**src/rtl/rtm_pkg.sv**
```systemverilog
package rtm_pkg;
    parameter int WORD_W   = 32;
    parameter int N_WORDS  = 4;
    parameter int N_MARK   = 3;
    localparam int SLOT_LEN  = WORD_W + N_MARK;
    localparam int BURST_LEN = SLOT_LEN * N_WORDS;
    localparam int BIT_W     = $clog2(WORD_W);
    localparam int WIDX_W    = $clog2(N_WORDS);
    localparam int ALL_W     = WORD_W * N_WORDS;

    typedef enum logic [2:0] {
        ST_IDLE,
        ST_DATA,
        ST_FLAG,
        ST_STAT,
        ST_TAIL
    } rtm_state_e;
endpackage

```
**src/rtl/rtm_shadow.sv**
```systemverilog
module rtm_shadow
    import rtm_pkg::*;
(
    input  logic             clk,
    input  logic             rst_n,
    input  logic             load_i,
    input  logic [ALL_W-1:0] words_i,
    output logic [ALL_W-1:0] words_o
);
    // One capture register per word; loaded only on an accepted strobe.
    for (genvar g = 0; g < N_WORDS; g++) begin : g_word
        logic [WORD_W-1:0] hold_q;
        always_ff @(posedge clk or negedge rst_n) begin
            if (!rst_n) begin
                hold_q <= '0;
            end else if (load_i) begin
                hold_q <= words_i[g*WORD_W +: WORD_W];
            end
        end
        assign words_o[g*WORD_W +: WORD_W] = hold_q;
    end
endmodule

```
**src/rtl/rtm_seq.sv**
```systemverilog
module rtm_seq
    import rtm_pkg::*;
(
    input  logic              clk,
    input  logic              rst_n,
    input  logic              start_i,
    output rtm_state_e        state_o,
    output logic [BIT_W-1:0]  bit_idx_o,
    output logic [WIDX_W-1:0] word_idx_o,
    output logic              load_o,
    output logic              first_o
);
    localparam logic [BIT_W-1:0]  LAST_BIT  = BIT_W'(WORD_W - 1);
    localparam logic [WIDX_W-1:0] LAST_WORD = WIDX_W'(N_WORDS - 1);

    rtm_state_e        state_q, state_d;
    logic [BIT_W-1:0]  bit_q;
    logic [WIDX_W-1:0] word_q;

    // State register
    always_ff @(posedge clk or negedge rst_n) begin
        if (!rst_n) begin
            state_q <= ST_IDLE;
        end else begin
            state_q <= state_d;
        end
    end

    // Next-state logic
    always_comb begin
        state_d = state_q;
        unique case (state_q)
            ST_IDLE: if (start_i)            state_d = ST_DATA;
            ST_DATA: if (bit_q == LAST_BIT)  state_d = ST_FLAG;
            ST_FLAG:                         state_d = ST_STAT;
            ST_STAT:                         state_d = ST_TAIL;
            ST_TAIL: begin
                if (word_q == LAST_WORD) state_d = ST_IDLE;
                else                     state_d = ST_DATA;
            end
            default:                         state_d = ST_IDLE;
        endcase
    end

    // Bit and word position counters
    always_ff @(posedge clk or negedge rst_n) begin
        if (!rst_n) begin
            bit_q  <= '0;
            word_q <= '0;
        end else begin
            unique case (state_q)
                ST_IDLE: begin
                    bit_q  <= '0;
                    word_q <= '0;
                end
                ST_DATA: begin
                    if (bit_q == LAST_BIT) bit_q <= '0;
                    else                   bit_q <= bit_q + 1'b1;
                end
                ST_TAIL: begin
                    bit_q <= '0;
                    if (word_q != LAST_WORD) word_q <= word_q + 1'b1;
                end
                default: begin
                    bit_q  <= bit_q;
                    word_q <= word_q;
                end
            endcase
        end
    end

    // Outputs
    always_comb begin
        load_o  = (state_q == ST_IDLE) && start_i;
        first_o = (state_q == ST_DATA) && (bit_q == '0) && (word_q == '0);
    end

    assign state_o    = state_q;
    assign bit_idx_o  = bit_q;
    assign word_idx_o = word_q;
endmodule

```
**src/rtl/rtm_bitsel.sv**
```systemverilog
module rtm_bitsel
    import rtm_pkg::*;
(
    input  rtm_state_e        state_i,
    input  logic [BIT_W-1:0]  bit_idx_i,
    input  logic [WIDX_W-1:0] word_idx_i,
    input  logic [ALL_W-1:0]  words_i,
    output logic              data_o
);
    localparam logic [WIDX_W-1:0] LAST_WORD = WIDX_W'(N_WORDS - 1);

    logic [WORD_W-1:0] cur_word;
    logic [BIT_W-1:0]  msb_first;

    always_comb begin
        cur_word  = words_i[word_idx_i*WORD_W +: WORD_W];
        msb_first = BIT_W'(WORD_W - 1) - bit_idx_i;
        unique case (state_i)
            ST_IDLE: data_o = 1'b0;
            ST_DATA: data_o = cur_word[msb_first];
            ST_FLAG: data_o = 1'b1;
            ST_STAT: data_o = cur_word[WORD_W-1];
            ST_TAIL: data_o = (word_idx_i == LAST_WORD);
            default: data_o = 1'b0;
        endcase
    end
endmodule

```
**src/rtl/rtm_serializer.sv**
```systemverilog
module rtm_serializer
    import rtm_pkg::*;
(
    input  logic             clk,
    input  logic             rst_n,
    input  logic             start_i,
    input  logic [ALL_W-1:0] words_i,
    output logic             ser_data_o,
    output logic             ser_clk_o,
    output logic             sync_o,
    output logic             busy_o
);
    rtm_state_e        state;
    logic [BIT_W-1:0]  bit_idx;
    logic [WIDX_W-1:0] word_idx;
    logic              load;
    logic              first;
    logic [ALL_W-1:0]  shadow;

    rtm_seq u_seq (
        .clk        (clk),
        .rst_n      (rst_n),
        .start_i    (start_i),
        .state_o    (state),
        .bit_idx_o  (bit_idx),
        .word_idx_o (word_idx),
        .load_o     (load),
        .first_o    (first)
    );

    rtm_shadow u_shadow (
        .clk     (clk),
        .rst_n   (rst_n),
        .load_i  (load),
        .words_i (words_i),
        .words_o (shadow)
    );

    rtm_bitsel u_bitsel (
        .state_i    (state),
        .bit_idx_i  (bit_idx),
        .word_idx_i (word_idx),
        .words_i    (shadow),
        .data_o     (ser_data_o)
    );

    assign busy_o    = (state != ST_IDLE);
    assign sync_o    = first;
    assign ser_clk_o = busy_o & ~clk;
endmodule

```
**config.mk**
```make
export PLATFORM = sky130hd
export DESIGN_NAME = rtm_serializer
export DESIGN_NICKNAME = d
export VERILOG_FILES = /design/src/rtl/rtm_pkg.sv /design/src/rtl/rtm_shadow.sv /design/src/rtl/rtm_seq.sv /design/src/rtl/rtm_bitsel.sv /design/src/rtl/rtm_serializer.sv
export SDC_FILE = /design/constraint.sdc
export NUM_CORES = 1
export LEC_CHECK = 0
export CAP_MARGIN = 20
export CORE_MARGIN = 5
export CORE_UTILIZATION = 57
export DETAILED_ROUTE_END_ITERATION = 8
export DONT_BUFFER_PORTS = 1
export PLACE_DENSITY = 0.78
export SLEW_MARGIN = 15
export SYNTH_ARGS = -nofsm -noshare
export SYNTH_HDL_FRONTEND = slang
export SYNTH_SLANG_ARGS = --single-unit
```
**constraint.sdc**
```tcl
create_clock -name clk -period 2.35 [get_ports clk]
set_input_delay 0.47 -clock clk [delete_from_list [all_inputs] [get_ports clk]]
set_output_delay 0.47 -clock clk [all_outputs]
set_load 0.02 [all_outputs]
```
==> flow_summary.ini <==
[cts]
clkSlewWorstSetupHoldPaths_ns = 0.05
cts_tree = yes
clk_latency_ns = 0.52

[job]
drv_cap = 0

[setup_path]
cp_max_fo = 5
startpoint_type = flip-flop
cp_data_arrival_time_ns = 2.69
critPathKind = flip-flop to output port
crit_required_ns = 1.88
end_kind = output port

[drt]
viasPerCell = 6.129
drt_iter0_drc = 402
ant_nets = 0
drcViolationCount = 0
first_pass_iters = 5
num_vias = 3849
wl_per_cell_um = 22.94
routed_wl_um = 14410

[die]
rows = 38
fp.dieArea_um2 = 13480
die_height_um = 116.1
core-area_um2 = 10940
dieWidth_um = 116.1
io_pins = 135
start_util_pct = 58.66

[timing]
setup_viol = 1
fmax_mhz = 316.9
fin_worst_skew_ns = 0.004245
slew_headroom_pct = 75.46
post-route-period-util_pct = 134.3
fin_hold_ws_ns = -0.3584
worst_slack_ns = -0.8060
hold_violations = 138
slew_viol_final = 0
period_needed_ns = 3.156
worstMarginPinSlew_ns = 0.3588
grt_setup_unrepaired = yes

[global_routing]
grt_max_degree = 139
grt_overflow_total = 0
track_usage_pct = 23.42
antenna_found_initial = 1
first_global_vias = 4288
grt_pass1_wl_um = 23160

[synth]
synthXorXnorAreaFrac_pct = 0
synth_compound_area_share_pct = 4.330
synth.area.mux_share_pct = 34.64
synth.yosys.seq_area_share_pct = 53.83
yosys_warnings = 0
synth-edff-count = 0
syn_avg_cell_area_um2 = 14.75
synthesis.area_um2 = 6415
synth_top_family_by_area = multiplexers
synthArstFlopShare_pct = 100.0
ys.flop_type = dfrtp_1
ys_ff_latch = 138
synth_fa_ha_area_share_pct = 0.9752
synthCells = 435
synth-simple-area-share_pct = 3.530
syn_nets = 571
synth.distinct_cells = 39

[hold_path]
hold_class = input pin to asynchronous set/reset pin

[placed_design]
globalplace.congestion = 0.8564
pre_cts_ws_ns = -0.4155
dp_hpwl_um = 10070
io_buffers = 0

[status]
violations = hold timing, setup timing
run_status = finished, violations left

[pwr]
peakVddDrop_mv = 0.6344
power_leakage_uw = 0.003738
p_per_area_nw_per_um2 = 704.8

[cells_and_area]
nFillCells = 732
regArea_um2 = 3457
multiInputGateArea_um2 = 2826
final_core_util_pct = 69.43
area_delta_synth_final_pct = 18.35
diodes = 0
final_common_cell = dfrtp_1
final_cell_mix = dfrtp_1 (135), mux2_2 (128), buf_4 (36), mux4_2 (25), clkbuf_16 (20)
drive_gt1_share_pct = 51.02
fin_nets = 611
repair_timing:
action / in CTS / in global routing
gates resized for setup: 15 / 10
pin swaps: 1 / 5
setup endpoints to repair: 2 / 2
setup buffers: 3 / 2
hold endpoints to repair: 138 / 138
flip-flops by register name, summed over array words and instances (netlist names):
name                    cells
u_shadow.g_word.hold_q    128
u_seq.bit_idx_o             5
u_seq.state_o               3
u_seq.word_idx_o            2
metrics by stage:
stage / power [uW] / setup TNS, ns / area [um2] / cells
3_3_place_gp: 2454 / -0.3899 / 6808 / 588
5_1_grt: 5520 / -0.9761 / 7592 / 628
4_1_cts: 5408 / -0.9181 / 7569 / 626
2_1_floorplan: 2455 / -0.1796 / 6421 / 435
3_5_place_dp: 2454 / -0.4155 / 6808 / 588
6_report: 5351 / -0.8060 / 7592 / 628
synthesized netlist by cell type, types with 4 or more instances:
| cell type | count | share of area [%] |
|---|---|---|
| nand2_1 | 15 | 0.88 |
| inv_1 | 8 | 0.47 |
| a22oi_1 | 4 | 0.47 |
| o22ai_1 | 4 | 0.39 |
| mux2_2 | 128 | 22 |
| buf_2 | 15 | 1.2 |
| nor2_1 | 13 | 0.76 |
| o21ai_0 | 5 | 0.39 |
| mux4_2 | 21 | 7.4 |
| mux2i_1 | 15 | 2.3 |
| clkbuf_1 | 8 | 0.47 |
| mux4_1 | 6 | 2.5 |
| nand3_1 | 7 | 0.55 |
| dfrtp_1 | 138 | 54 |
| o221ai_1 | 4 | 0.55 |
| a21oi_1 | 6 | 0.47 |
| nor3_1 | 5 | 0.39 |
| ha_1 | 5 | 0.98 |
| and3_1 | 4 | 0.39 |
worst paths after layout:
| path | start | end | slack, ns | cells past startpoint |
|---|---|---|---|---|
| min in group clk | words_i[66] | u_shadow.g_word[2].hold_q[2]$_DFFE_PN0P_ | 0.09 | 1 |
| worst max-delay path | u_seq.word_idx_o[0]$_DFFE_PN0P_ | ser_data_o | -0.81 | 8 |
| max in group asynchronous | rst_n | u_seq.word_idx_o[1]$_DFFE_PN0P_ | 2.55 | 0 |
| worst min-delay path | rst_n | u_shadow.g_word[0].hold_q[7]$_DFFE_PN0P_ | -0.36 | 0 |
| worst min register to register | u_shadow.g_word[0].hold_q[9]$_DFFE_PN0P_ | u_shadow.g_word[0].hold_q[9]$_DFFE_PN0P_ | 0.50 | 1 |
| worst max register to register | u_seq.state_o[1]$_DFFE_PN0P_ | u_shadow.g_word[1].hold_q[14]$_DFFE_PN0P_ | 0.38 | 5 |
report_power, final:
group / switching (uW) / internal, uW / leakage, uW
clock network: 999 / 1970 / 0.000347
registers: 0 / 2380 / 0.00190
logic: 0.233 / 1.98 / 0.00149
total: 999 / 4350 / 0.00374
kinds of logic (layout without fill, tap and decap cells):
kind of cell / count (synthesis) / count (layout)
multiplexers: 170 / 170
flip-flops: 138 / 138
AND/OR/NAND/NOR: 49 / 49
AO/OA/AOI/OAI: 38 / 38
buffers and inverters: 35 / 88
adder cells (fa/ha/maj): 5 / 5
worst max-delay path, stage by stage (launching register included):
cell,delay [ns]
dfrtp_2,0.40
buf_12,0.12
mux4_1,0.53
a2111oi_0,0.41
buf_4,0.19
a32o_1,0.14
a211oi_2,0.06
a2bb2oi_2,0.15
buf_4,0.17
area by class of cell:
type / count / share of cell area (%)
inverters: 8 / 0.4285
clock inverters: 7 / 1.121
repair buffers: 45 / 5.471
flip-flops and latches: 138 / 45.53
multi-input cells: 262 / 37.23
well taps: 140 / 2.307
clock buffers: 28 / 7.910
metal layers:
metal | vias to the layer above | routed length, um | track usage [%]
met5 | - | 17 | 0
met4 | 2 | 265 | 9.667
met3 | 24 | 1170 | 9.556
met2 | 144 | 7181 | 36.48
met1 | 1969 | 5770 | 29.25
li1 | 1710 | - | -
No activity file was read; power rests on OpenSTA's default activity.
